==> src/rtl/pin_remap_pkg.sv <==
package pin_remap_pkg;
  // width of the index fields carried from control to datapath
  localparam int IDX_W = 8;

  typedef struct packed {
    logic             wrStrobe;
    logic [IDX_W-1:0] wrIdx;
    logic [IDX_W-1:0] rdIdx;
  } remapStrobe_t;
endpackage

==> src/rtl/pin_remap_ctrl.sv <==
module pin_remap_ctrl
  import pin_remap_pkg::*;
#(
  parameter int NUM_SEL = 8,
  parameter int SEL_W   = 6,
  localparam int ADDR_W = (NUM_SEL > 1) ? $clog2(NUM_SEL) : 1
) (
  input  logic              regWr,
  input  logic [ADDR_W-1:0] regAddr,
  input  logic [SEL_W-1:0]  regWdata,
  output remapStrobe_t      strb,
  output logic [SEL_W-1:0]  wrData
);
  logic addrOk;

  // addresses past the last select are dropped
  assign addrOk = ({1'b0, regAddr} < (ADDR_W+1)'(NUM_SEL));

  always_comb begin
    strb          = '0;
    strb.wrStrobe = regWr && addrOk;
    strb.wrIdx    = IDX_W'(regAddr);
    strb.rdIdx    = IDX_W'(regAddr);
  end

  assign wrData = regWdata;
endmodule

==> src/rtl/pin_remap_dp.sv <==
module pin_remap_dp
  import pin_remap_pkg::*;
#(
  parameter int   NUM_IO      = 32,
  parameter int   NUM_IN_ONLY = 14,
  parameter int   NUM_SEL     = 8,
  parameter int   SEL_W       = 6,
  parameter logic IDLE_LEVEL  = 1'b0,
  localparam int  NUM_PINS    = NUM_IO + NUM_IN_ONLY,
  localparam int  CODES       = 1 << SEL_W
) (
  input  logic                clk,
  input  logic                rstN,
  input  remapStrobe_t        strb,
  input  logic [SEL_W-1:0]    wrData,
  input  logic [NUM_PINS-1:0] pinIn,
  output logic [NUM_SEL-1:0]  periphIn,
  output logic [SEL_W-1:0]    rdData
);
  localparam logic [SEL_W-1:0] UNUSED_CODE = '1;

  logic [SEL_W-1:0]   selQ [NUM_SEL];
  logic [NUM_SEL-1:0] wrHit;
  logic [CODES-1:0]   srcVec;

  // pin space padded to the full code range with the idle level
  always_comb begin
    srcVec = {CODES{IDLE_LEVEL}};
    srcVec[NUM_PINS-1:0] = pinIn;
  end

  generate
    for (genvar i = 0; i < NUM_SEL; i++) begin : g_sel
      assign wrHit[i] = strb.wrStrobe && (strb.wrIdx == IDX_W'(i));

      always_ff @(posedge clk or negedge rstN) begin
        if (!rstN)         selQ[i] <= UNUSED_CODE;
        else if (wrHit[i]) selQ[i] <= wrData;
      end

      assign periphIn[i] = srcVec[selQ[i]];


      write_load_chk: assert property (@(posedge clk) disable iff (!rstN)
        wrHit[i] |=> (selQ[i] == $past(wrData)));


      sel_hold_chk: assert property (@(posedge clk) disable iff (!rstN)
        !wrHit[i] |=> $stable(selQ[i]));


      unused_idle_chk: assert property (@(posedge clk) disable iff (!rstN)
        ({1'b0, selQ[i]} >= (SEL_W+1)'(NUM_PINS)) |-> (periphIn[i] == IDLE_LEVEL));


      routed_pin_chk: assert property (@(posedge clk) disable iff (!rstN)
        ({1'b0, selQ[i]} < (SEL_W+1)'(NUM_PINS)) |-> (periphIn[i] == pinIn[selQ[i]]));
    end
  endgenerate

  always_comb begin
    rdData = '0;
    for (int i = 0; i < NUM_SEL; i++)
      if (strb.rdIdx == IDX_W'(i)) rdData = selQ[i];
  end


  single_write_chk: assert property (@(posedge clk) disable iff (!rstN)
    $onehot0(wrHit));
endmodule

==> src/rtl/pin_input_remap.sv <==
module pin_input_remap
  import pin_remap_pkg::*;
#(
  parameter int   NUM_IO      = 32,
  parameter int   NUM_IN_ONLY = 14,
  parameter int   NUM_SEL     = 8,
  parameter int   SEL_W       = 6,
  parameter logic IDLE_LEVEL  = 1'b0,
  localparam int  NUM_PINS    = NUM_IO + NUM_IN_ONLY,
  localparam int  ADDR_W      = (NUM_SEL > 1) ? $clog2(NUM_SEL) : 1
) (
  input  logic                clk,
  input  logic                rstN,
  input  logic                regWr,
  input  logic [ADDR_W-1:0]   regAddr,
  input  logic [SEL_W-1:0]    regWdata,
  output logic [SEL_W-1:0]    regRdata,
  input  logic [NUM_PINS-1:0] pinIn,
  output logic [NUM_SEL-1:0]  periphIn
);
  remapStrobe_t     strb;
  logic [SEL_W-1:0] wrData;

  pin_remap_ctrl #(.NUM_SEL(NUM_SEL), .SEL_W(SEL_W)) u_ctrl (
    .regWr(regWr), .regAddr(regAddr), .regWdata(regWdata),
    .strb(strb), .wrData(wrData)
  );

  pin_remap_dp #(
    .NUM_IO(NUM_IO), .NUM_IN_ONLY(NUM_IN_ONLY), .NUM_SEL(NUM_SEL),
    .SEL_W(SEL_W), .IDLE_LEVEL(IDLE_LEVEL)
  ) u_dp (
    .clk(clk), .rstN(rstN), .strb(strb), .wrData(wrData),
    .pinIn(pinIn), .periphIn(periphIn), .rdData(regRdata)
  );
endmodule

==> config.mk <==
export PLATFORM = sky130hd
export DESIGN_NAME = pin_input_remap
export DESIGN_NICKNAME = d
export VERILOG_FILES = /design/src/rtl/pin_remap_pkg.sv /design/src/rtl/pin_remap_ctrl.sv /design/src/rtl/pin_remap_dp.sv /design/src/rtl/pin_input_remap.sv
export SDC_FILE = /design/constraint.sdc
export NUM_CORES = 1
export LEC_CHECK = 0
export BUFFER_PORTS_ARGS = -buffer_cell sky130_fd_sc_hd__buf_2
export CAP_MARGIN = 20
export CORE_UTILIZATION = 45
export CTS_BUF_LIST = sky130_fd_sc_hd__clkbuf_2 sky130_fd_sc_hd__clkbuf_4 sky130_fd_sc_hd__clkbuf_8
export DETAILED_ROUTE_END_ITERATION = 8
export GPL_TIMING_DRIVEN = 0
export SYNTH_ARGS = -nofsm -noshare
export SYNTH_HDL_FRONTEND = slang
export SYNTH_HIERARCHICAL = 1
export SYNTH_SLANG_ARGS = --single-unit
==> constraint.sdc <==
create_clock -name clk -period 5.2 [get_ports clk]
set_input_delay 0.78 -clock clk [delete_from_list [all_inputs] [get_ports clk]]
set_output_delay 0.78 -clock clk [all_outputs]
set_load 0.01 [all_outputs]
==> results of run 1 <==
==> cell families after synthesis <==
family	count (synthesis)	share of synthesized area, %
flip-flops	48	20.19
AO/OA/AOI/OAI	67	8.132
multiplexers	237	51.99
AND/OR/NAND/NOR	118	10.53
buffers and inverters	108	9.093
other	1	0.06003
==> where the power goes <==
group / switching, mW / internal [mW] / total, mW / leakage, nW
Combinational: 0.251 / 0.211 / 0.463 / 1.76
Sequential: 0.0302 / 0.407 / 0.437 / 0.496
Clock: 0.129 / 0.0956 / 0.224 / 0.0445
==> stage by stage <==
step / util (%) / setup slack [ns] / cell area (µm²) / power (mW) / std cells
after global placement: 49.82 / 1.603 / 6676 / 0.8804 / 799
after global routing: 50.70 / 1.455 / 6794 / 1.168 / 808
after detailed placement: 49.82 / 1.625 / 6676 / 0.8892 / 799
after floorplan: - / 2.073 / 6281 / 0.7381 / 588
final: 50.72 / 1.397 / 6797 / 1.124 / 809
after CTS: 50.49 / 1.551 / 6766 / 1.114 / 807
==> layer usage <==
layer,vias up,share of wire (%),GRT usage (%)
met1,2768,41,45.48
met2,357,45,50.40
met5,-,0,0
met3,70,8.6,4.230
met4,0,5.0,14.37
li1,2325,-,-
==> layout by cell type, fill, tap and decap left out, types with 15 or more instances in the layout <==
cell,Yosys,routed
buf_1,24,24
buf_2,1,36
buf_4,39,39
clkbuf_1,35,35
dfstp_2,48,48
mux2_2,52,52
mux2i_1,113,113
mux4_2,60,60
nand2_1,17,17
nor2_1,19,19
nor4_1,15,15
==> area by class of cell <==
cell class                      instances  area, µm²  area share [%]
Clock buffer                            5      68.82           1.013
Multi-Input combinational cell        432       4452           65.50
Buffer                                101      541.8           7.971
Antenna cell                            1      2.502         0.03682
Sequential cell                        48       1261           18.56
Inverter                                7      26.28          0.3866
Tap cell                              176      220.2           3.240
Clock inverter                          3      21.27          0.3130
Timing Repair Buffer                   36      202.7           2.982
==> worst register-to-register path, cell delays in order, from the launching register on <==
cell and delay (ns):
dfstp_2 0.61, clkbuf_1 0.64, mux2_2 0.29
==> worst paths after layout <==
| path | end | slack [ns] | depth (start not counted) |
|---|---|---|---|
| setup / recovery | periphIn[7] | 1.40 | 6 |
| hold / removal | u_dp/selQ[47] | 0.67 | 1 |
| setup reg to reg | u_dp/selQ[7] | 3.60 | 2 |
| hold reg to reg | u_dp/selQ[47] | 0.67 | 1 |
| max in group asynchronous | u_dp/selQ[12] | 4.11 | 2 |
| min in group asynchronous | u_dp/selQ[4] | 0.84 | 1 |
==> results by group, run 1 <==
Yosys
  • Asr flop ratio synth: 100.0%
  • Most common cell in the synthesized netlist: mux2i_1
  • Post-synth top area cell: mux4_2
  • Synth area leaders: mux4_2 22%, dfstp_2 20%, mux2i_1 18%
  • Synth Flop Type: dfstp_2
  • Yosys warnings: 6
  • Top cell type's share of synthesized area: 21.63%
  • Seq/Total Area, Yosys: 20.19%
  • Avg Inst Size Synth: 10.79 µm²
  • Mapped Area: 6247 µm²
  • EDFF count, synth: 0
  • Top cells by count, synth: 113 x mux2i_1, 60 x mux4_2, 52 x mux2_2, 48 x dfstp_2, 39 x buf_4
  • Unique masters post-synth: 44
  • Syn Inst Count: 579
  • Synth Register Bits: 48

Timing
  • Count of final hold-check violations: 0
  • Fin crit share: 73.13%
  • Headroom to the max-slew limit: 45.78%
  • Slew @ Worst Pin: 0.8133 ns
  • Setup TNS: 0 ns
  • Fmax: 0.2630 GHz
  • Minimum hold slack: 0.6706 ns
  • Clock skew: 0 ns
  • RSZ-0062 raised after global routing: false
  • Max Slew Vio Count: 0
  • Setup violators final: 0
  • Period minus WS final: 3.803 ns

Global route
  • GRT Residual Overflow: 0
  • Gr usage total: 32.52%
  • Largest net degree at the start of global routing: 49
  • Global-route wire length before repair: 33.82 mm
  • Vias in the first global route: 5326
  • Initial antenna violation count: 0

Clock tree
  • Postcts setup bufs: 0
  • TritonCTS clock tree: built
  • CTS Buf Count: 5
  • Clk slew on worst S/H paths: 0.09 ns
  • Hold Buf Count CTS: 0
  • Post-CTS Resized: 0
  • H-tree depth: 2
  • Clock sink total: 48
  • Clock tree buffer depth: 2
  • Clk root buf: clkbuf_8
  • Skew-Pair Late Insertion Delay: 0.30 ns

Layout
  • Max reg flops: 48
  • Largest regs: u_dp/selQ x48
  • Filler Cells Inserted: 1246
  • Nets: 689
  • Synth-to-layout area growth: 8.792%
  • Top reg by flops: u_dp/selQ
  • Share of cells above drive strength 1: 41.61%

Critical path
  • Launch point of the worst reg-to-reg path: u_dp/selQ[7]
  • Worst setup startpoint: u_dp/selQ[1]
  • Critical-path cell list: clkbuf_1 -> mux4_2 -> and3b_1 -> a311oi_1 -> and3_1 -> buf_2
  • Setup Crit Path Kind: reg -> out
  • WP buf/inv: 2
  • Req. time, crit path: 4.42 ns
  • CP startpoint kind: register
  • Critical-path maximum fanout: 10
  • Critical path capture point type: output port
  • Slowest Stage Delay on Critical Path: 0.62 ns
  • CP top delay family: buffers and inverters
  • Max stage delay cell, worst path: dfstp_2
  • Worst Path Arrival: 3.02 ns

Pwr
  • Leakage: 2.304 nW
  • Power Density: 165.4 nW/µm²
  • Peak VDD IR: 139.7 µV

Detailed routing
  • DR iter-0 viols: 695
  • Via density: 6.823
  • DRC: 0
  • Pre-antenna DRT Iters: 5
  • Final ANT Viol Nets: 0
  • Post-Route WL: 22.99 mm
  • Drt wl/cell: 28.41 µm
  • Vias: 5520

Run
  • Max cap viols: 0

Placement
  • HPWL after detailed placement: 16.64 mm
  • GPL Wtd Cong: 0.9684
  • Port Buffers: 35

Die
  • Core region area: 13400 µm²
  • Die X: 119.8 µm
  • Starting density of the core: 46.62%
  • I/O Pins: 72
  • Die Height: 119.8 µm
  • Die area: 14360 µm²
  • # rows: 42

Status
  • Status: complete, no violations

Hold path
  • Hold/Removal Path Class: reg -> reg
  • HP Start: u_dp/selQ[47]
Note: power is estimated with default switching activity, not from simulation.
==> run 2, diff against run 1 <==
Settings changed: ABC_AREA set to 1.
Clock period 5.2 ns to 3.94 ns, I/O delays scaled along.
==> run 2 against run 1 <==
Net effect: clock-buffer cell count unchanged; worst setup slack got worse by 0.24 ns; global-route usage up 3.8 points; largest cell class unchanged.
==> results by group, run 2 <==
Status
  • Status: complete, no violations

Global route
  • Global-route wire length before repair: 39.73 mm (+17%)
  • Largest net degree at the start of global routing: 49 (unchanged)
  • GRT Residual Overflow: 0 (unchanged)
  • Gr usage total: 36.34% (+3.8 points)
  • Vias in the first global route: 6801 (+28%)
  • Initial antenna violation count: 0 (unchanged)

Yosys
  • Yosys warnings: 6 (unchanged)
  • Synth Flop Type: dfstp_2
  • Unique masters post-synth: 23 (-48%)
  • Asr flop ratio synth: 100.0% (unchanged)
  • Most common cell in the synthesized netlist: nand2_1
  • Post-synth top area cell: nand2_1
  • Mapped Area: 6382 µm² (+2.2%)
  • Synth area leaders: nand2_1 28%, nand3_1 21%, dfstp_2 20%
  • Top cells by count, synth: 472 x nand2_1, 263 x nand3_1, 66 x inv_1, 66 x o21ai_0, 65 x buf_2
  • Top cell type's share of synthesized area: 27.76% (+6.1 points)
  • Syn Inst Count: 1185 (+100%)
  • Avg Inst Size Synth: 5.386 µm² (-50%)
  • Synth Register Bits: 48 (unchanged)
  • EDFF count, synth: 0 (unchanged)
  • Seq/Total Area, Yosys: 19.76% (-0.43 points)

Clock tree
  • Hold Buf Count CTS: 0 (unchanged)
  • Postcts setup bufs: 0 (unchanged)
  • Clk root buf: clkbuf_8
  • Clock tree buffer depth: 2 (unchanged)
  • Post-CTS Resized: 0 (unchanged)
  • H-tree depth: 2 (unchanged)
  • Clock sink total: 48 (unchanged)
  • Skew-Pair Late Insertion Delay: 0.31 ns (about the same)
  • Clk slew on worst S/H paths: 0.08 ns (about the same)
  • CTS Buf Count: 5 (unchanged)
  • TritonCTS clock tree: built

Timing
  • Setup TNS: 0 ns (unchanged)
  • Slew @ Worst Pin: 0.8918 ns (+0.07850 ns)
  • Period minus WS final: 2.779 ns
  • Fin crit share: 70.53%
  • Fmax: 0.3599 GHz
  • Setup violators final: 0 (unchanged)
  • Count of final hold-check violations: 0 (unchanged)
  • Clock skew: 0 ns (unchanged)
  • RSZ-0062 raised after global routing: false
  • Max Slew Vio Count: 0 (unchanged)
  • Headroom to the max-slew limit: 40.54% (-5.2 points)

Die
  • Die X: 121.1 µm (+1.1%)
  • Core region area: 13880 µm² (+3.6%)
  • I/O Pins: 72 (unchanged)
  • Die Height: 121.1 µm (+1.1%)
  • Die area: 14660 µm² (+2.1%)
  • # rows: 43 (+2.4%)
  • Starting density of the core: 45.98% (-0.64 points)

Critical path
  • R2R depth: 3 (+1)
  • Max stage delay cell, worst path: dfstp_2
  • Critical-path cell list: buf_1 -> inv_1 -> nand3_1 -> nand2_1 -> nand2_1 -> nand3_1 -> nand3_1 -> nand2_1 -> buf_2
  • CP startpoint kind: register
  • Req. time, crit path: 3.35 ns (-1.07 ns)
  • Setup Crit Path Kind: reg -> out
  • Worst Path Arrival: 2.19 ns (-0.83 ns)
  • Critical-path maximum fanout: 9 (-1)
  • Flop2flop setup slack: 2.73 ns (-0.87 ns)
  • Slowest Stage Delay on Critical Path: 0.52 ns (-0.10 ns)
  • Critical path capture point type: output port
  • Launch point of the worst reg-to-reg path: u_dp/selQ[14]
  • Reg-to-reg critical path endpoint: u_dp/selQ[14]

Pwr
  • Power Density: 208.7 nW/µm² (+26%)
  • Tot Pwr: 1.433 mW (+27%)
  • Leakage: 3.154 nW (+37%)
  • Peak VDD IR: 178.2 µV (+28%)

Layout
  • Commonest non-fill, non-tap cells in the layout: 472 x nand2_1, 263 x nand3_1, 92 x buf_2
  • Nets: 1287 (+87%)
  • Commonest non-fill, non-tap cell in the layout: nand2_1
  • Synth-to-layout area growth: 7.567%
  • Max reg flops: 48 (unchanged)
  • Top reg by flops: u_dp/selQ
  • Share of cells above drive strength 1: 16.06% (-26 points)
  • Largest regs: u_dp/selQ x48
  • Antenna diodes: 0 (-1)

Detailed routing
  • Drt wl/cell: 18.96 µm (-33%)
  • Vias: 8024 (+45%)
  • Via density: 5.703 (-16%)
  • Pre-antenna DRT Iters: 5 (unchanged)
  • Final ANT Viol Nets: 0 (unchanged)
  • DRC: 0 (unchanged)
  • Post-Route WL: 26.67 mm (+16%)
  • DR iter-0 viols: 951 (+37%)

Hold path
  • Hold/Removal Path Class: in -> async

Run
  • Max cap viols: 0 (unchanged)

Placement
  • GPL Wtd Cong: 0.9290 (-4.1%)
  • HPWL after detailed placement: 18.66 mm (+12%)
  • Port Buffers: 27 (-23%)
## run 2: changes by cell type in the layout (fill, tap and decap cells not counted), sizes merged, moves of 64 or more
cell / change
o21ai: +86
mux2: -64
inv: +66
nand2: +455
mux2i: -113
nand3: +261
## run 2: per-layer routing
metal	GRT usage, %	routed length [µm]
met5	0	0
met4	13.04	882
met3	8.647	3264
met2	55.00	11370
met1	49.99	11150
## run 2: metrics by stage
step	cell area, µm²	util, %	hold WS, ns	instances	setup slack, ns
floorplan	6416	-	0.4432	1194	1.859
global placement	6777	48.82	0.4734	1401	1.390
detailed placement	6777	48.82	0.4831	1401	1.389
CTS	6845	49.31	0.4949	1406	1.163
global route	6865	49.46	0.4123	1407	1.056
finish	6865	49.46	0.3857	1407	1.161
## run 2: cell type report
type	count	area, µm²
Buffer	127	732.0
Clock buffer	5	68.82
Fill cell	1556	7015
Inverter	74	277.8
Multi-Input combinational cell	945	4145
Sequential cell	48	1261
Tap cell	180	225.2
Timing Repair Buffer	28	155.1
## run 2: how the worst max path moves through the flow
| stage | slack (ns) | cells after the start | end | from |
|---|---|---|---|---|
| final | 1.16 | 9 | periphIn[1] | u_dp/selQ[38] |
| after global routing | 1.06 | 9 | periphIn[1] | u_dp/selQ[38] |
| after CTS | 1.16 | 9 | periphIn[1] | u_dp/selQ[38] |
| after detailed placement | 1.39 | 10 | periphIn[2] | pinIn[11] |
| after global placement | 1.39 | 10 | periphIn[4] | pinIn[11] |
| after floorplan | 1.86 | 7 | regRdata[0] | regAddr[2] |
## run 2: cells by family after synthesis
kind of cell / synth area share (%)
and+or+nand+nor: 52.21
buffers and inverters: 15.82
AOI/OAI and AO/OA: 12.15
DFF: 19.76
other: 0.05876
## run 2: power breakdown
part / internal [mW] / total (mW) / switching (mW) / leakage, nW
Combinational: 0.192 / 0.595 / 0.403 / 2.62
Clock: 0.115 / 0.269 / 0.154 / 0.0359
Sequential: 0.536 / 0.569 / 0.0333 / 0.496
Total: 0.843 / 1.43 / 0.590 / 3.15
## run 2: worst max-delay path, delay by kind of cell (launching register included)
| family | cells | cell delay, ns |
|---|---|---|
| buffers and inverters | 3 | 0.84 |
| DFF | 1 | 0.52 |
| and+or+nand+nor | 6 | 0.53 |
